[src/rtl/bcp_pkg.sv]
package bcp_pkg;
  // Source feeding the broadcast bus in a given cycle.
  typedef enum logic [1:0] {
    BSRC_NONE   = 2'd0,
    BSRC_DEC    = 2'd1,
    BSRC_HEAD   = 2'd2,
    BSRC_BYPASS = 2'd3
  } bsrc_e;
endpackage

[src/rtl/bcp_lit_fifo.sv]
module bcp_lit_fifo #(
  parameter int unsigned W     = 9,
  parameter int unsigned DEPTH = 16,
  localparam int unsigned PW   = (DEPTH > 1) ? $clog2(DEPTH) : 1,
  localparam int unsigned CW   = $clog2(DEPTH + 1)
) (
  input  logic          clk,
  input  logic          rst_n,
  input  logic          flush,
  input  logic          p0_v,
  input  logic [W-1:0]  p0,
  input  logic          p1_v,
  input  logic [W-1:0]  p1,
  input  logic          pop,
  output logic [W-1:0]  head,
  output logic [CW-1:0] cnt,
  output logic          drop
);
  logic [W-1:0]  mem [DEPTH];
  logic [PW-1:0] wp_q, rp_q;
  logic [CW-1:0] cnt_q;
  logic [CW:0]   space;
  logic          acc0, acc1;

  function automatic logic [PW-1:0] adv(input logic [PW-1:0] p);
    return (p == PW'(DEPTH - 1)) ? '0 : p + 1'b1;
  endfunction

  // A pop in the same cycle frees one slot for the pushes.
  assign space = (CW+1)'(DEPTH) - {1'b0, cnt_q} + {{CW{1'b0}}, pop};
  assign acc0  = p0_v && !flush && (space >= 1);
  assign acc1  = p1_v && !flush && (space >= 2);
  assign drop  = !flush && ((p0_v && !acc0) || (p1_v && !acc1));
  assign head  = mem[rp_q];
  assign cnt   = cnt_q;

  always_ff @(posedge clk) begin
    if (acc0) mem[wp_q] <= p0;
    if (acc1) mem[adv(wp_q)] <= p1;
  end

  always_ff @(posedge clk or negedge rst_n) begin
    if (!rst_n) begin
      wp_q  <= '0;
      rp_q  <= '0;
      cnt_q <= '0;
    end else if (flush) begin
      wp_q  <= '0;
      rp_q  <= '0;
      cnt_q <= '0;
    end else begin
      if (acc1)      wp_q <= adv(adv(wp_q));
      else if (acc0) wp_q <= adv(wp_q);
      if (pop)       rp_q <= adv(rp_q);
      cnt_q <= cnt_q + CW'(acc0) + CW'(acc1) - CW'(pop);
    end
  end
endmodule

[src/rtl/bcp_bcast_pipe.sv]
module bcp_bcast_pipe #(
  parameter int unsigned W   = 9,
  parameter int unsigned LAT = 4
) (
  input  logic         clk,
  input  logic         rst_n,
  input  logic         clear,
  input  logic         in_v,
  input  logic [W-1:0] in_lit,
  output logic         out_v,
  output logic [W-1:0] out_lit,
  output logic         busy
);
  logic [LAT-1:0] v_q;
  logic [W-1:0]   l_q [LAT];

  always_ff @(posedge clk or negedge rst_n) begin
    if (!rst_n) begin
      v_q <= '0;
    end else if (clear) begin
      v_q <= '0;
    end else begin
      v_q[0] <= in_v;
      for (int i = 1; i < LAT; i++) v_q[i] <= v_q[i-1];
    end
  end

  always_ff @(posedge clk) begin
    l_q[0] <= in_lit;
    for (int i = 1; i < LAT; i++) l_q[i] <= l_q[i-1];
  end

  assign out_v   = v_q[LAT-1];
  assign out_lit = l_q[LAT-1];
  assign busy    = |v_q;
endmodule

[src/rtl/bcp_fetch_ctl.sv]
module bcp_fetch_ctl (
  input  logic clk,
  input  logic rst_n,
  input  logic miss,
  input  logic done,
  input  logic stop,
  output logic active
);
  always_ff @(posedge clk or negedge rst_n) begin
    if (!rst_n)    active <= 1'b0;
    else if (stop) active <= 1'b0;
    else if (miss) active <= 1'b1;
    else if (done) active <= 1'b0;
  end
endmodule

[src/rtl/bcp_sequencer.sv]
module bcp_sequencer #(
  parameter int unsigned VAR_W = 8,
  parameter int unsigned DEPTH = 16,
  parameter int unsigned LAT   = 4
) (
  input  logic             clk,
  input  logic             rst_n,
  input  logic             dec_valid,
  output logic             dec_ready,
  input  logic [VAR_W-1:0] dec_var,
  input  logic             dec_val,
  input  logic             imp0_valid,
  input  logic [VAR_W-1:0] imp0_var,
  input  logic             imp0_val,
  input  logic             imp1_valid,
  input  logic [VAR_W-1:0] imp1_var,
  input  logic             imp1_val,
  input  logic             wl_miss,
  input  logic             fetch_done,
  input  logic             conflict,
  output logic             bc_valid,
  output logic [VAR_W-1:0] bc_var,
  output logic             bc_val,
  output logic             arr_valid,
  output logic [VAR_W-1:0] arr_var,
  output logic             arr_val,
  output logic             fetch_active,
  output logic             overflow
  ,output logic            idle
);
  import bcp_pkg::*;

  localparam int unsigned LW = VAR_W + 1;
  localparam int unsigned CW = $clog2(DEPTH + 1);

  logic [LW-1:0] lit0, lit1, first, head, bc_lit, arr_lit, f_p0;
  logic [CW-1:0] cnt;
  logic          any_imp, both_imp, fifo_empty, busy, dec_fire;
  logic          f_p0_v, f_p1_v, f_drop, ovf_q;
  bsrc_e         src;

  assign lit0     = {imp0_var, imp0_val};
  assign lit1     = {imp1_var, imp1_val};
  assign any_imp  = imp0_valid | imp1_valid;
  assign both_imp = imp0_valid & imp1_valid;
  assign first    = imp0_valid ? lit0 : lit1;

  assign fifo_empty = (cnt == '0);
  assign idle       = fifo_empty & ~busy & ~fetch_active;
  assign dec_ready  = idle & ~conflict;
  assign dec_fire   = dec_valid & dec_ready;

  // Broadcast slot arbitration: conflict, decision, FIFO head, bypass.
  always_comb begin
    src = BSRC_NONE;
    if (conflict)                               src = BSRC_NONE;
    else if (dec_fire)                          src = BSRC_DEC;
    else if ((any_imp | ~busy) && !fifo_empty)  src = BSRC_HEAD;
    else if (any_imp)                           src = BSRC_BYPASS;
  end

  always_comb begin
    unique case (src)
      BSRC_DEC:    bc_lit = {dec_var, dec_val};
      BSRC_HEAD:   bc_lit = head;
      BSRC_BYPASS: bc_lit = first;
      default:     bc_lit = '0;
    endcase
  end

  assign bc_valid = (src != BSRC_NONE);
  assign bc_var   = bc_lit[LW-1:1];
  assign bc_val   = bc_lit[0];

  // In bypass, the first literal goes to the bus and only a second one is stored.
  always_comb begin
    if (src == BSRC_BYPASS) begin
      f_p0_v = both_imp;
      f_p0   = lit1;
      f_p1_v = 1'b0;
    end else begin
      f_p0_v = any_imp;
      f_p0   = first;
      f_p1_v = both_imp;
    end
  end

  bcp_lit_fifo #(.W(LW), .DEPTH(DEPTH)) u_fifo (
    .clk   (clk),
    .rst_n (rst_n),
    .flush (conflict),
    .p0_v  (f_p0_v),
    .p0    (f_p0),
    .p1_v  (f_p1_v),
    .p1    (lit1),
    .pop   (src == BSRC_HEAD),
    .head  (head),
    .cnt   (cnt),
    .drop  (f_drop)
  );

  bcp_bcast_pipe #(.W(LW), .LAT(LAT)) u_pipe (
    .clk     (clk),
    .rst_n   (rst_n),
    .clear   (conflict),
    .in_v    (bc_valid),
    .in_lit  (bc_lit),
    .out_v   (arr_valid),
    .out_lit (arr_lit),
    .busy    (busy)
  );

  assign arr_var = arr_lit[LW-1:1];
  assign arr_val = arr_lit[0];

  bcp_fetch_ctl u_fetch (
    .clk    (clk),
    .rst_n  (rst_n),
    .miss   (wl_miss),
    .done   (fetch_done),
    .stop   (conflict),
    .active (fetch_active)
  );

  always_ff @(posedge clk or negedge rst_n) begin
    if (!rst_n)      ovf_q <= 1'b0;
    else if (f_drop) ovf_q <= 1'b1;
  end
  assign overflow = ovf_q;
endmodule

[config.mk]
export PLATFORM = sky130hd
export DESIGN_NAME = bcp_sequencer
export DESIGN_NICKNAME = d
export VERILOG_FILES = /design/src/rtl/bcp_pkg.sv /design/src/rtl/bcp_lit_fifo.sv /design/src/rtl/bcp_bcast_pipe.sv /design/src/rtl/bcp_fetch_ctl.sv /design/src/rtl/bcp_sequencer.sv
export SDC_FILE = /design/constraint.sdc
export NUM_CORES = 1
export LEC_CHECK = 0
export ABC_AREA = 1
export BUFFER_PORTS_ARGS = -buffer_cell sky130_fd_sc_hd__clkbuf_2
export CAP_MARGIN = 20
export CORE_AREA = 3 3 118 205
export CTS_CLUSTER_DIAMETER = 120
export DETAILED_ROUTE_END_ITERATION = 7
export DIE_AREA = 0 0 121 208
export MAX_ROUTING_LAYER = met4
export PLACE_DENSITY = 0.61
export SETUP_SLACK_MARGIN = 0.1
export SYNTH_ARGS = -nofsm -noshare
export SYNTH_HDL_FRONTEND = slang
export SYNTH_SLANG_ARGS = --single-unit
[constraint.sdc]
create_clock -name clk -period 11.7 [get_ports clk]
set_clock_uncertainty 0.05 [all_clocks]
set_input_delay 3.51 -clock clk [delete_from_list [all_inputs] [get_ports clk]]
set_output_delay 3.51 -clock clk [all_outputs]
set_load 0.01 [all_outputs]
=== Word level (Yosys, flattened, before mapping) ===
Memory sizes are Yosys's and may differ from the RTL's.
Index checks and enable logic that the tools add are counted.

* Bits in writable memories: 180
* Flip-flop bits (word level): 19
* Logic and storage cells: 79
* Memories: 2
* Input bits: 35

* Bitwise logic cells: 10
* Muxes and demuxes: 26
* Reduce and logical (&&, ||, !) cells: 19
* $add $sub $neg: 8
* Order comparisons: 2
* Equal/unequal tests: 6

{| class="wikitable"
|+ Memories
! name !! words !! width !! read ports !! clocked after Yosys merged registers in !! wr ports !! line !! RTL
|-
| u_fifo.mem || 16 || 9 || 1 || 0 || 2 || bcp_lit_fifo.sv:19 || <nowiki>logic [W-1:0] mem [DEPTH];</nowiki>
|-
| u_pipe.l_q || 4 || 9 || 4 || 0 || 4 || bcp_bcast_pipe.sv:15 || <nowiki>logic [W-1:0] l_q [LAT];</nowiki>
|}

{| class="wikitable"
|+ Operator list
! cell !! number
|-
| $mux 4 || 9
|-
| $pmux 9 s3 || 1
|-
| $mux 9 || 2
|-
| $add 4x1->4 const B || 3
|-
| $eq 4x4->1 const B || 3
|-
| $add 5x1->5 || 2
|-
| $mux 1 || 9
|-
| $logic_and 1x1->1 || 8
|-
| $mux 2 || 4
|-
| $add 6x1->6 || 1
|-
| $ge 6x1->1 const B || 1
|-
| $ge 6x2->1 const B || 1
|-
| $reduce_bool 3->1 || 2
|-
| $sub 5x5->6 const A || 1
|-
| $and 1x1->1 || 5
|-
| $logic_not 5->1 || 1
|-
| $mux 5 || 1
|-
| $sub 5x1->5 || 1
|-
| $eq 2x2->1 const B || 2
|-
| $logic_not 1->1 || 4
|-
| $reduce_bool 2->1 || 2
|-
| $reduce_or 4->1 || 1
|-
| $not 1->1 || 3
|-
| $eq 2x1->1 const B || 1
|-
| 2 further kinds || 3
|}

=== Logic depth before layout (Yosys ltp) ===
Gate-level depths: netlist of run 1.

* Depth in word-level cells: 16
* Gate-level depth with buffers: 31

=== Hierarchy ===
A second synthesis of run 1 with hierarchy kept.

* Cell total of the unflattened synthesis: 1,151
* Area, all modules: 10,142.2 um2

{| class="wikitable"
|+ Modules (own cells, without submodules)
! module !! instances !! area an instance (um2) !! sequential area each (um2) !! cells each
|-
| bcp_lit_fifo || 1 || 8,603.3 || 4,649.5 || 976
|-
| bcp_bcast_pipe || 1 || 862.1 || 820.8 || 51
|-
| bcp_sequencer || 1 || 631.9 || 25.0 || 119
|-
| bcp_fetch_ctl || 1 || 45.0 || 25.0 || 5
|}

=== Worst setup path before layout of run 1 ===
Ideal clock, no wire load.

* Path kind: input-to-output
* Start: input port imp1_valid
* End: output port bc_var[1]
* Path buffers: 1
* Cell stages on the path: 7
* Setup slack: 3,552 ps
* Data arrival time: 4,588 ps
* Cells stage by stage: nor2_1 -> a21oi_1 -> nand2_1 -> nor2_1 -> buf_2 -> o2111ai_1 -> nand3_1

* Word-level cells in the longest chain between the ends: 8
* Elaborated cells on any way between the ends: 11
* Classes of those cells: 3 x eq/ne; 5 x mux; 2 x bitwise; 1 x reduce/logical

{| class="wikitable"
|+ RTL lines
! item !! line !! RTL
|-
| start, declared || bcp_sequencer.sv:15 || <nowiki>input logic imp1_valid,</nowiki>
|-
| $or 1x1->1 * || bcp_sequencer.sv:44 || <nowiki>assign any_imp = imp0_valid | imp1_valid;</nowiki>
|-
| $or 1x1->1 || bcp_sequencer.sv:58 || <nowiki>else if ((any_imp | ~busy) && !fifo_empty) src = BSRC_HEAD;</nowiki>
|-
| $logic_and 1x1->1 || bcp_sequencer.sv:58 ||
|-
| $mux 2 * || bcp_sequencer.sv:58 ||
|-
| $mux 2 * || bcp_sequencer.sv:57 || <nowiki>else if (dec_fire) src = BSRC_DEC;</nowiki>
|-
| $mux 2 * || bcp_sequencer.sv:56 || <nowiki>if (conflict) src = BSRC_NONE;</nowiki>
|-
| $eq 2x2->1 / $eq 2x1->1 (equally long branches) || bcp_sequencer.sv:63 || <nowiki>unique case (src)</nowiki>
|-
| $pmux 9 s3 * || bcp_sequencer.sv:63 ||
|-
| end, declared || bcp_sequencer.sv:22 || <nowiki>output logic [VAR_W-1:0] bc_var,</nowiki>
|}

Every way passes the cells marked *; elsewhere a longest branch is shown, timed or not.

=== Final worst setup path of run 1 ===
* Start: input port conflict
* End: output port bc_var[3]

* Word-level cells in the longest chain between the ends: 7
* Elaborated cells on any way between the ends: 9
* Classes of those cells: 3 x eq/ne; 3 x mux; 3 x bitwise

{| class="wikitable"
|+ RTL lines
! item !! line !! RTL
|-
| start, declared || bcp_sequencer.sv:20 || <nowiki>input logic conflict,</nowiki>
|-
| $not 1->1 || bcp_sequencer.sv:50 || <nowiki>assign dec_ready = idle & ~conflict;</nowiki>
|-
| $and 1x1->1 || bcp_sequencer.sv:50 ||
|-
| $and 1x1->1 || bcp_sequencer.sv:51 || <nowiki>assign dec_fire = dec_valid & dec_ready;</nowiki>
|-
| $mux 2 || bcp_sequencer.sv:57 ||
|-
| $mux 2 * || bcp_sequencer.sv:56 ||
|-
| $eq 2x2->1 / $eq 2x1->1 (equally long branches) || bcp_sequencer.sv:63 ||
|-
| $pmux 9 s3 * || bcp_sequencer.sv:63 ||
|}

Marks and branches as above.

==> Implementation_results.wiki, run 1 <==
{| class="wikitable"
! Metric !! Value
|-
| Number of buffers inserted during clock tree synthesis || 17
|-
| Worst hold-check path type || reg2reg
|-
| Clock edge transition at the registers on the reported setup and hold paths || about 0.07 ns
|-
| Seq/Total Area, Yosys || 0.5456
|-
| Outcome || finished clean
|-
| Maximum vdd ir drop || roughly 0.12 mV
|-
| Number of synthesized flops with an enable pin || about 140
|-
| Routed length per placed instance || 20.60 um
|-
| Pin slew with the least headroom to its limit || 1.106 ns
|-
| TritonCTS clock tree || done
|-
| Number of core rows || between 70 and 80
|-
| Dominant register cell in the synthesized netlist || sky130_fd_sc_hd__edfxtp_1
|-
| Start point of the critical path || conflict
|-
| Post-CTS Setup Bufs || 0
|-
| Cell count after placement || roughly 1,400
|-
| Post-DRT Antenna Nets || 0
|-
| Number of input and output port buffers inserted || 58
|-
| Cell area after technology mapping || just over 10,000 um2
|-
| Crit path required time || just over 8 ns
|-
| Number of pins with negative max-slew slack in the final report || 0
|-
| Number of levels in the clock H-tree || 4
|-
| Slack of the worst reg-to-reg path || approximately 6.3 ns
|-
| Mean number of vias per cell || 5.584
|-
| Count of instances resized after the clock tree is built || 0
|-
| Starting DRT DRC Count || 799
|-
| Die area || ~25,000 um2
|-
| Detailed-route wire length || 29,710 um
|-
| Placed wire-length estimate || a little under 20,000 um
|-
| Highest clock frequency the design can meet || 109.7 MHz
|-
| Final setup violating endpoints || 0
|-
| PwrDens || between 200 and 250 nW/um2
|-
| Source of the worst register-to-register timing path || u_fifo.cnt[2]
|-
| Maximum buffer depth of the clock tree || 2
|-
| Synthesized area per cell || about 9 um2
|-
| Worst path setup slack after routing || approximately 2.6 ns
|-
| Ant. Diodes || 0
|-
| Wire length of the first global-routing pass || between 40,000 and 50,000 um
|-
| All-layer global routing usage || 0.2433
|-
| Initial Utilization || 0.4448
|-
| Number of global-route vias before repair || 7,697
|-
| Number of buffers inserted by hold repair at cts || 0
|-
| Cell count of the worst reg-to-reg path || 29
|-
| Non-filler cells in the finished layout || roughly 1,400
|-
| Boundary Pins || ~60
|-
| Count of fill cells added during filler insertion || around 2,100
|-
| Share of flip-flops with an asynchronous set or reset after synthesis || 0.09548
|-
| Fin crit share || 0.7794
|-
| Cell with the most instances after synthesis || sky130_fd_sc_hd__nand2_1
|-
| Share of post-route cells with drive strength above 1 || 0.1313
|-
| Post-Synthesis Cells || about 1,100
|-
| Antenna violations before repair || 0
|-
| Overall overflow remaining after global route || 0
|-
| Yosys reg bits || 199
|-
| Met3 global-route usage || 0.03807
|-
| Number of vias in the routed layout || between 8,000 and 9,000
|-
| Detailed-routing iteration count for the pre-antenna-repair pass || 5
|-
| Clock insertion delay at the later pin of the skew report || around 0.46 ns
|-
| Placed cell area || around 10,000 um2
|-
| Leakage power || ~4.6 nW
|-
| Net count reported at finish || 1,182
|-
| Clock tree root driver cell || sky130_fd_sc_hd__clkbuf_16
|-
| Largest area contributor in the netlist || sky130_fd_sc_hd__edfxtp_1
|-
| Count of clock tree sinks || between 150 and 200
|-
| CP Data Arrival Time || 5.56 ns
|-
| DRC || 0
|-
| Critical Path Sink Type || primary output
|-
| Global routing usage on met1 || 0.2677
|-
| Slew headroom || 0.2579
|-
| Max FO, Critical Path || 15
|-
| Element type at the critical path start || input pin
|-
| Hold violation count in the final report || 0
|-
| Synth top area share || 0.4274
|-
| Maximum Capacitance Violations || 0
|-
| Synth top cells by count || sky130_fd_sc_hd__nand2_1, sky130_fd_sc_hd__edfxtp_1, sky130_fd_sc_hd__o21ai_1
|-
| Cell variety after synth || 39
|-
| Post-layout minimum cycle time || slightly above 9 ns
|-
| Chip height || about 210 um
|-
| Unrepaired setup endpoints after global routing || no
|-
| Most used routing layer in global routing || met2
|-
| Main area contributors after synthesis || sky130_fd_sc_hd__edfxtp_1, sky130_fd_sc_hd__nand2_1, sky130_fd_sc_hd__dfxtp_1
|-
| Met2 global-route usage || 0.4128
|-
| Pin count of the biggest net entering global routing || 57
|-
| Final setup TNS || 0 ns
|-
| Total non-filler cell area in the finished layout || between 10,000 and 15,000 um2
|-
| Area of the placeable core || about 23,000 um2
|-
| Worst setup timing slack at the placement stage || approximately 2.6 ns
|-
| Destination of the critical timing path || bc_var[3]
|-
| Worst setup path class || in2out
|-
| Nets in the synthesized netlist || 1,166
|-
| Yosys Warn Count || 0
|-
| Reg-to-reg critical path endpoint || u_fifo.cnt[4]
|-
| Die X || between 100 and 150 um
|-
| Global placement routability congestion || 0.8922
|-
| Relative area change from synthesis to final layout || 8.966%
|}
-- kinds of logic (layout without fill, tap and decap cells) --
kind of cell / after synthesis / after routing / share of synthesized area
flip-flops: 199 / 199 / 0.5456
XOR/XNOR: 1 / 1 / 0.0008659
adder cells (fa/ha/maj): 18 / 18 / 0.02374
AO/OA/AOI/OAI: 291 / 291 / 0.1725
AND/OR/NAND/NOR: 475 / 475 / 0.1965
buffers and inverters: 129 / 158 / 0.06072
-- state kept, by name, summed over array words and instances, names as in the netlist --
register / count
u_fifo.mem: 144
u_fifo.rp_q: 4
overflow: 1
u_fetch.active: 1
u_fifo.wp_q: 4
u_fifo.cnt: 5
u_pipe.l_q: 36
u_pipe.v_q: 4
-- through the flow --
stage	utilization	power (mW)	hold WS, ns
after floorplan	-	1.512	0.2596
after global placement	0.4600	1.750	0.2604
after detailed placement	0.4600	1.764	0.2636
after CTS	0.4847	2.330	0.2803
after global routing	0.4847	2.455	0.2855
final	0.4847	2.325	0.2781
-- critical path: stages --
cell and delay, ns:
sky130_fd_sc_hd__clkbuf_2 0.28, sky130_fd_sc_hd__inv_1 0.29, sky130_fd_sc_hd__nand3_1 0.20, sky130_fd_sc_hd__nand2_1 0.15
sky130_fd_sc_hd__nor2_1 0.38, sky130_fd_sc_hd__buf_4 0.29, sky130_fd_sc_hd__o2111ai_1 0.16, sky130_fd_sc_hd__nand3_1 0.13
sky130_fd_sc_hd__clkbuf_2 0.14
-- final cells by class --
class                      instances  area, um2  area share
clock buffer                      17      425.4     0.03859
sequential                       199       5522      0.5009
inverter                          58      217.7     0.01975
timing repair buffer              68      365.4     0.03314
tap                              300      375.4     0.03405
clock inverter                    15      136.4     0.01237
multi-input combinational        785       3983      0.3613
-- power by group --
group          total [mW]  switching [mW]  leakage [nW]  internal, mW
sequential          0.965          0.0569          1.85         0.908
clock               0.573           0.292         0.271         0.281
combinational       0.787           0.538          2.44         0.249
-- layout by cell type (no fill, tap or decap), types with 3 or more instances in the layout --
master                      netlist  routed
sky130_fd_sc_hd__dfrtp_1         19      18
sky130_fd_sc_hd__dfxtp_1         36      36
sky130_fd_sc_hd__a21oi_1         56      56
sky130_fd_sc_hd__o21ai_0         43      36
sky130_fd_sc_hd__nor2_1          40      40
sky130_fd_sc_hd__o2111ai_1        8       8
sky130_fd_sc_hd__o21ai_2         15      15
sky130_fd_sc_hd__nand3_1         48      48
sky130_fd_sc_hd__o21ai_1        124     131
sky130_fd_sc_hd__clkinv_4         0       5
sky130_fd_sc_hd__nor2_4           4       4
sky130_fd_sc_hd__inv_8            0       3
sky130_fd_sc_hd__clkbuf_16        0      17
sky130_fd_sc_hd__nor3_1           5       5
sky130_fd_sc_hd__a32o_1           8       8
sky130_fd_sc_hd__edfxtp_1       144     144
sky130_fd_sc_hd__clkbuf_2         0      58
sky130_fd_sc_hd__inv_6            0       5
sky130_fd_sc_hd__buf_4            1      10
sky130_fd_sc_hd__nand2_2         14      14
sky130_fd_sc_hd__inv_1           55      55
sky130_fd_sc_hd__a22oi_1         20      20
sky130_fd_sc_hd__nand4_1          7       7
sky130_fd_sc_hd__o22ai_1          3       3
sky130_fd_sc_hd__nand2_1        350     350
sky130_fd_sc_hd__ha_1            16      16
sky130_fd_sc_hd__o21ai_4          8       8
-- layer usage --
metal | share of wire | routed length [um]
met4 | 0.052 | 1532
met3 | 0.059 | 1755
met1 | 0.37 | 10930
met5 | 0 | 0
met2 | 0.52 | 15490
-- worst min-delay path by stage --
stage                     startpoint          endpoint  slack [ns]  cells past startpoint
floorplan           u_pipe.l_q[0][0]  u_pipe.l_q[1][0]        0.26                      0
global placement    u_pipe.l_q[2][1]  u_pipe.l_q[3][1]        0.26                      0
detailed placement  u_pipe.l_q[0][1]  u_pipe.l_q[1][1]        0.26                      0
CTS                 u_pipe.l_q[0][1]  u_pipe.l_q[1][1]        0.28                      0
global route        u_pipe.l_q[0][1]  u_pipe.l_q[1][1]        0.29                      0
finish              u_pipe.l_q[1][1]  u_pipe.l_q[2][1]        0.28                      0
(Power assumes the default switching activity.)
==> run 2, diff against run 1 <==
==> constraint.sdc (replaced) <==
create_clock -name clk -period 8.4 [get_ports clk]
set_clock_uncertainty 0.05 [all_clocks]
set_input_delay 2.52 -clock clk [delete_from_list [all_inputs] [get_ports clk]]
set_output_delay 2.52 -clock clk [all_outputs]
set_load 0.01 [all_outputs]
==> run 2 against run 1 <==
  * Via count is 0.63% higher
  * Critical path type unchanged
  * Final area is 1.1% higher
  * Worst setup slack worse by 1.0 ns
==> Implementation_results.wiki, run 2 (synthesized netlist as in run 1, its figures left out) <==
{| class="wikitable"
! Metric !! Value
|-
| Leakage power || 4.631 nW (was 4.557 nW)
|-
| Biggest register || u_fifo.mem (unchanged)
|-
| Hold Startpoint || u_pipe.l_q[0][0] (was u_pipe.l_q[1][1])
|-
| Worst setup path class || in2out (unchanged)
|-
| Commonest non-fill, non-tap cell in the layout || sky130_fd_sc_hd__nand2_1 (unchanged)
|-
| Number of buffers inserted by hold repair at cts || 0 (unchanged)
|-
| Placed wire-length estimate || 19,740 um (was 19,630 um)
|-
| Number of global-route vias before repair || 7,935 (was 7,697)
|-
| Total Power Consumption || 3.309 mW (was 2.325 mW)
|-
| Highest clock frequency the design can meet || between 100 and 150 MHz
|-
| Detailed-route wire length || 29,960 um (was 29,710 um)
|-
| Count of instances resized after the clock tree is built || 0 (unchanged)
|-
| All-layer global routing usage || 0.2501 (was 0.2433)
|-
| Count of fill cells added during filler insertion || 2,107 (was 2,110)
|-
| Antenna violations before repair || 0 (unchanged)
|-
| Clock insertion delay at the later pin of the skew report || 0.47 ns (was 0.46 ns)
|-
| Ant. Diodes || 0 (unchanged)
|-
| Outcome || finished clean (unchanged)
|-
| Relative area change from synthesis to final layout || 10.20% (was 8.966%)
|-
| Hold violation count in the final report || 0 (unchanged)
|-
| Initial Utilization || 0.4448 (unchanged)
|-
| Boundary Pins || 59 (unchanged)
|-
| Clock tree root driver cell || sky130_fd_sc_hd__clkbuf_16 (unchanged)
|-
| Number of levels in the clock H-tree || 4 (unchanged)
|-
| DRC || 0 (unchanged)
|-
| Critical Path Sink Type || primary output (unchanged)
|-
| Final setup TNS || 0 ns (unchanged)
|-
| Global placement routability congestion || 0.9194 (was 0.8922)
|-
| Number of pins with negative max-slew slack in the final report || 0 (unchanged)
|-
| Element type at the critical path start || input pin (unchanged)
|-
| Chip height || 208 um (unchanged)
|-
| Routed length per placed instance || 20.61 um (was 20.60 um)
|-
| Share of post-route cells with drive strength above 1 || 0.1395 (was 0.1313)
|-
| Unrepaired setup endpoints after global routing || no (unchanged)
|-
| Area of the placeable core || 22,740 um2 (unchanged)
|-
| Net count reported at finish || 1,194 (was 1,182)
|-
| Source of the worst register-to-register timing path || u_fifo.cnt[2] (unchanged)
|-
| Starting DRT DRC Count || 735 (was 799)
|-
| Maximum vdd ir drop || 0.1844 mV (was 0.1203 mV)
|-
| Comb power frac || 0.341 (was 0.339)
|-
| Clock edge transition at the registers on the reported setup and hold paths || 0.07 ns (about the same)
|-
| Overall overflow remaining after global route || 0 (unchanged)
|-
| Number of vias in the routed layout || 8,103 (was 8,052)
|-
| Number of core rows || 73 (unchanged)
|-
| Post-CTS Setup Bufs || 0 (unchanged)
|-
| Clock network fraction of total power || 0.256 (was 0.247)
|-
| Die area || 25,170 um2 (unchanged)
|-
| Pin slew with the least headroom to its limit || 0.9672 ns (was 1.106 ns)
|-
| Number of buffers inserted during clock tree synthesis || 17 (unchanged)
|-
| Most used cells in the layout excluding fill and tap cells || sky130_fd_sc_hd__nand2_1, sky130_fd_sc_hd__edfxtp_1, sky130_fd_sc_hd__o21ai_1, sky130_fd_sc_hd__clkbuf_2, sky130_fd_sc_hd__a21oi_1 (unchanged)
|-
| Post-layout minimum cycle time || 6.820 ns
|-
| Slack of the worst reg-to-reg path || 3.48 ns (was 6.27 ns)
|-
| Die X || 121 um (unchanged)
|-
| Max reg flops || 144 (unchanged)
|-
| Worst setup timing slack at the placement stage || 1.404 ns (was 2.624 ns)
|-
| Worst hold-check path type || reg2reg (unchanged)
|-
| Cell count of the worst reg-to-reg path || 31 (was 29)
|-
| Maximum Capacitance Violations || 0 (unchanged)
|-
| Detailed-routing iteration count for the pre-antenna-repair pass || 6 (was 5)
|-
| Fin crit share || 0.8120
|-
| Hold Path Cell Cnt || 0 (unchanged)
|-
| Max FO, Critical Path || 15 (unchanged)
|-
| Internal power || 2.079 mW (was 1.437 mW)
|-
| Fraction of power spent switching nets || 0.3716 (was 0.3817)
|-
| PwrDens || 296.8 nW/um2 (was 210.9 nW/um2)
|-
| Reg-to-reg critical path endpoint || u_fifo.cnt[4] (unchanged)
|-
| CP Data Arrival Time || 4.25 ns (was 5.56 ns)
|-
| TritonCTS clock tree || done (unchanged)
|-
| Final setup violating endpoints || 0 (unchanged)
|-
| Count of clock tree sinks || 199 (unchanged)
|-
| End point of the most critical hold path || u_pipe.l_q[1][0] (was u_pipe.l_q[2][1])
|-
| Share of power burned in registers || 0.403 (was 0.415)
|-
| Crit path required time || 5.83 ns (was 8.14 ns)
|-
| Post-DRT Antenna Nets || 0 (unchanged)
|-
| Pin count of the biggest net entering global routing || 76 (was 57)
|-
| Number of input and output port buffers inserted || 58 (unchanged)
|-
| Mean number of vias per cell || 5.573 (was 5.584)
|-
| Worst path setup slack after routing || 1.580 ns (was 2.581 ns)
|-
| Wire length of the first global-routing pass || 45,640 um (was 44,300 um)
|-
| Slew headroom || 0.3545 (was 0.2579)
|-
| Switching power total || 1.230 mW (was 887.2 uW)
|-
| Maximum buffer depth of the clock tree || 2 (unchanged)
|}
-- run 2: power by group through the flow --
stage	Clock [mW]	Combinational (mW)	Sequential, mW
3_3_place_gp	0	1.10	1.35
6_report	0.847	1.13	1.33
4_1_cts	0.861	1.12	1.34
3_5_place_dp	0	1.12	1.36
2_1_floorplan	0	0.770	1.34
5_1_grt	0.893	1.25	1.35
-- run 2: worst max path at each step --
stage	cells past startpoint	startpoint	end
3_5_place_dp	28	conflict	u_fifo.cnt[4]
3_3_place_gp	28	conflict	u_fifo.cnt[4]
5_1_grt	28	conflict	u_fifo.cnt[4]
4_1_cts	9	conflict	bc_var[3]
6_report	9	conflict	bc_var[4]
2_1_floorplan	7	imp1_valid	bc_var[1]
-- run 2: area by class of cell --
type                       instances  area, um2  share of cell area
multi-input combinational        785       3983              0.3572
timing repair buffer              80      455.4             0.04085
inverter                          58      217.7             0.01953
clock buffer                      19      454.2             0.04074
clock inverter                    13      142.6             0.01279
sequential                       199       5522              0.4952
tap                              300      375.4             0.03367
-- run 2: routing by layer --
metal  routed length (um)  global-route usage
met3                 1670             0.03454
met5                    0                   -
met1                11200              0.2763
met2                15360              0.4212
met4                 1731              0.1541
-- run 2: critical path: stages --
cell                        delay (ns)
sky130_fd_sc_hd__clkbuf_2         0.27
sky130_fd_sc_hd__inv_1            0.28
sky130_fd_sc_hd__nand3_1          0.20
sky130_fd_sc_hd__nand2_1          0.15
sky130_fd_sc_hd__nor2_1           0.13
sky130_fd_sc_hd__buf_4            0.26
sky130_fd_sc_hd__o2111ai_1        0.16
sky130_fd_sc_hd__nand3_1          0.13
sky130_fd_sc_hd__clkbuf_2         0.14
-- run 2: per-stage QoR --
step           instance area, um2  hold slack, ns  cells    util
2_1_floorplan               10120          0.2596   1113       -
3_3_place_gp                10550          0.2595   1422  0.4640
3_5_place_dp                10550          0.2621   1422  0.4640
4_1_cts                     11150          0.2781   1454  0.4902
5_1_grt                     11150          0.2849   1454  0.4902
6_report                    11150          0.2757   1454  0.4902
==> run 3, diff against run 2 <==
--- a/config.mk
+++ b/config.mk
@@ -13,7 +13,7 @@
 export DETAILED_ROUTE_END_ITERATION = 7
 export DIE_AREA = 0 0 121 208
 export MAX_ROUTING_LAYER = met4
-export PLACE_DENSITY = 0.61
+export PLACE_DENSITY = 0.63
 export SETUP_SLACK_MARGIN = 0.1
 export SYNTH_ARGS = -nofsm -noshare
 export SYNTH_HDL_FRONTEND = slang
==> constraint.sdc (replaced) <==
create_clock -name clk -period 6.1 [get_ports clk]
set_clock_uncertainty 0.05 [all_clocks]
set_input_delay 1.83 -clock clk [delete_from_list [all_inputs] [get_ports clk]]
set_output_delay 1.83 -clock clk [all_outputs]
set_load 0.01 [all_outputs]
==> run 3 against run 2 <==
  * Critical endpoint is now bc_var[1]
  * Final area increased by 0.71%
  * Global-route usage shrank 0.70 points
  * Sequential share of layout area shrank 0.35 points
  * Clock-buffer cell count rose by 3
  * Combinational power grew 38%
  * First-iteration DRC count grew 9.1%
  * Largest power group unchanged
  * Wire length down 2.5%
  * Critical path depth did not move
  * Sequential power increased by 38%
==> Implementation_results.wiki, run 3 (synthesized netlist as in run 1, its figures left out) <==
{| class="wikitable"
! Metric !! Value
|-
| Outcome || finished clean (unchanged)
|-
| Number of pins with negative max-slew slack in the final report || 0 (unchanged)
|-
| Non-filler cells in the finished layout || 1,464 (was 1,454)
|-
| CP Data Arrival Time || 3.29 ns (was 4.25 ns)
|-
| Cell count after placement || 1,432 (was 1,422)
|-
| Mean number of vias per cell || 5.622 (was 5.573)
|-
| Number of input and output port buffers inserted || 58 (unchanged)
|-
| DRC || 0 (unchanged)
|-
| Hold Startpoint || u_pipe.l_q[1][1] (was u_pipe.l_q[0][0])
|-
| Ant. Diodes || 0 (unchanged)
|-
| Number of buffers inserted during clock tree synthesis || 17 (unchanged)
|-
| Final setup TNS || 0 ns (unchanged)
|-
| Fin crit share || 0.8481
|-
| Crit path required time || 4.22 ns (was 5.83 ns)
|-
| Hold violation count in the final report || 0 (unchanged)
|-
| Routed length per placed instance || 19.95 um (was 20.61 um)
|-
| Clock tree root driver cell || sky130_fd_sc_hd__clkbuf_16 (unchanged)
|-
| Net count reported at finish || 1,204 (was 1,194)
|-
| Most used cells in the layout excluding fill and tap cells || sky130_fd_sc_hd__nand2_1, sky130_fd_sc_hd__edfxtp_1, sky130_fd_sc_hd__o21ai_1, sky130_fd_sc_hd__clkbuf_2, sky130_fd_sc_hd__a21oi_1 (unchanged)
|-
| Pin slew with the least headroom to its limit || 0.9376 ns (was 0.9672 ns)
|-
| Clock edge transition at the registers on the reported setup and hold paths || 0.07 ns (about the same)
|-
| Detailed-routing iteration count for the pre-antenna-repair pass || 6 (unchanged)
|-
| Number of core rows || 73 (unchanged)
|-
| Highest clock frequency the design can meet || about 190 MHz
|-
| Antenna violations before repair || 0 (unchanged)
|-
| Maximum vdd ir drop || 0.1971 mV (was 0.1844 mV)
|-
| Initial Utilization || 0.4448 (unchanged)
|-
| Slew headroom || 0.3748 (was 0.3545)
|-
| Area of the placeable core || 22,740 um2 (unchanged)
|-
| Share of post-route cells with drive strength above 1 || 0.1478 (was 0.1395)
|-
| Placed wire-length estimate || 19,410 um (was 19,740 um)
|-
| Critical Path Sink Type || primary output (unchanged)
|-
| Commonest non-fill, non-tap cell in the layout || sky130_fd_sc_hd__nand2_1 (unchanged)
|-
| Boundary Pins || 59 (unchanged)
|-
| Source of the worst register-to-register timing path || u_fifo.cnt[2] (unchanged)
|-
| Clock insertion delay at the later pin of the skew report || 0.46 ns (was 0.47 ns)
|-
| Number of vias in the routed layout || 8,230 (was 8,103)
|-
| Worst setup path class || in2out (unchanged)
|-
| Die area || 25,170 um2 (unchanged)
|-
| Die X || 121 um (unchanged)
|-
| Count of clock tree sinks || 199 (unchanged)
|-
| Biggest register || u_fifo.mem (unchanged)
|-
| Pin count of the biggest net entering global routing || 76 (unchanged)
|-
| Unrepaired setup endpoints after global routing || no (unchanged)
|-
| Overall overflow remaining after global route || 0 (unchanged)
|-
| Post-CTS Setup Bufs || 0 (unchanged)
|-
| Post-DRT Antenna Nets || 0 (unchanged)
|-
| TritonCTS clock tree || done (unchanged)
|-
| Maximum buffer depth of the clock tree || 2 (unchanged)
|-
| Leakage power || 4.692 nW (was 4.631 nW)
|-
| Detailed-route wire length || 29,200 um (was 29,960 um)
|-
| Element type at the critical path start || input pin (unchanged)
|-
| Relative area change from synthesis to final layout || 10.98% (was 10.20%)
|-
| Start point of the critical path || imp1_valid (was conflict)
|-
| Count of instances resized after the clock tree is built || 0 (unchanged)
|-
| All-layer global routing usage || 0.2431 (was 0.2501)
|-
| Final setup violating endpoints || 0 (unchanged)
|-
| Number of levels in the clock H-tree || 4 (unchanged)
|-
| Global placement routability congestion || 0.9189 (was 0.9194)
|-
| Chip height || 208 um (unchanged)
|-
| Max FO, Critical Path || 13 (was 15)
|-
| Worst hold-check path type || reg2reg (unchanged)
|-
| Wire length of the first global-routing pass || 44,530 um (was 45,640 um)
|-
| Maximum Capacitance Violations || 0 (unchanged)
|-
| Starting DRT DRC Count || 802 (was 735)
|-
| Number of global-route vias before repair || 8,055 (was 7,935)
|-
| Number of buffers inserted by hold repair at cts || 0 (unchanged)
|-
| Total Power Consumption || 4.532 mW (was 3.309 mW)
|-
| Post-layout minimum cycle time || around 5.2 ns
|-
| Max reg flops || 144 (unchanged)
|-
| Post-Route Utilization || 0.4937 (was 0.4902)
|-
| PwrDens || 403.6 nW/um2 (was 296.8 nW/um2)
|}
run 3: changes by cell type in the layout (fill, tap and decap cells not counted), sizes merged:
cell      delta
buf         +10
clkbuf       +3
clkinvlp     -3
bufinv       -2
clkinv       +1
inv          +1
run 3: stage by stage:
step / hold WS, ns / instance area [um2] / worst slack [ns]
floorplan: 0.2596 / 10120 / 0.7879
global placement: 0.2604 / 10630 / 0.6445
detailed placement: 0.2621 / 10630 / 0.6215
CTS: 0.2789 / 11230 / 0.9232
global route: 0.2845 / 11230 / 0.5505
finish: 0.2780 / 11230 / 0.9267
run 3: area by class of cell:
type	instances	area [um2]
clock buffer	22	521.8
tap	300	375.4
sequential	199	5522
multi-input combinational	785	3983
inverter	58	217.7
clock inverter	10	78.83
fill	2128	11510
timing repair buffer	90	530.5
run 3: worst max-delay path: stages:
cell,delay (ns)
sky130_fd_sc_hd__clkbuf_2,0.09
sky130_fd_sc_hd__nor2_1,0.07
sky130_fd_sc_hd__a21oi_1,0.22
sky130_fd_sc_hd__nand2_1,0.17
sky130_fd_sc_hd__nor2_1,0.15
sky130_fd_sc_hd__buf_4,0.25
sky130_fd_sc_hd__o2111ai_1,0.18
sky130_fd_sc_hd__nand3_1,0.16
sky130_fd_sc_hd__clkbuf_2,0.15
run 3: layer usage:
metal,vias up,track usage,share of wire
met1,3919,0.2561,0.36
met4,0,0.1365,0.049
met5,-,-,0
met3,79,0.03590,0.059
met2,317,0.4278,0.53
li1,3915,-,-
run 3: worst paths after layout:
check | end | slack (ns) | depth (start not counted)
worst max-delay path | bc_var[1] | 0.93 | 9
min in group asynchronous | u_fetch.active | 1.27 | 1
worst max register to register | u_fifo.cnt[4] | 1.65 | 27
max in group asynchronous | u_fifo.rp_q[0] | 4.37 | 1
worst min register to register | u_pipe.l_q[2][1] | 0.28 | 0
worst min-delay path | u_pipe.l_q[2][1] | 0.28 | 0
run 3: where the power goes:
group          switching (mW)  total (mW)  internal, mW
clock network           0.531        1.15         0.617
logic                    1.06        1.56         0.499
registers              0.0893        1.83          1.74
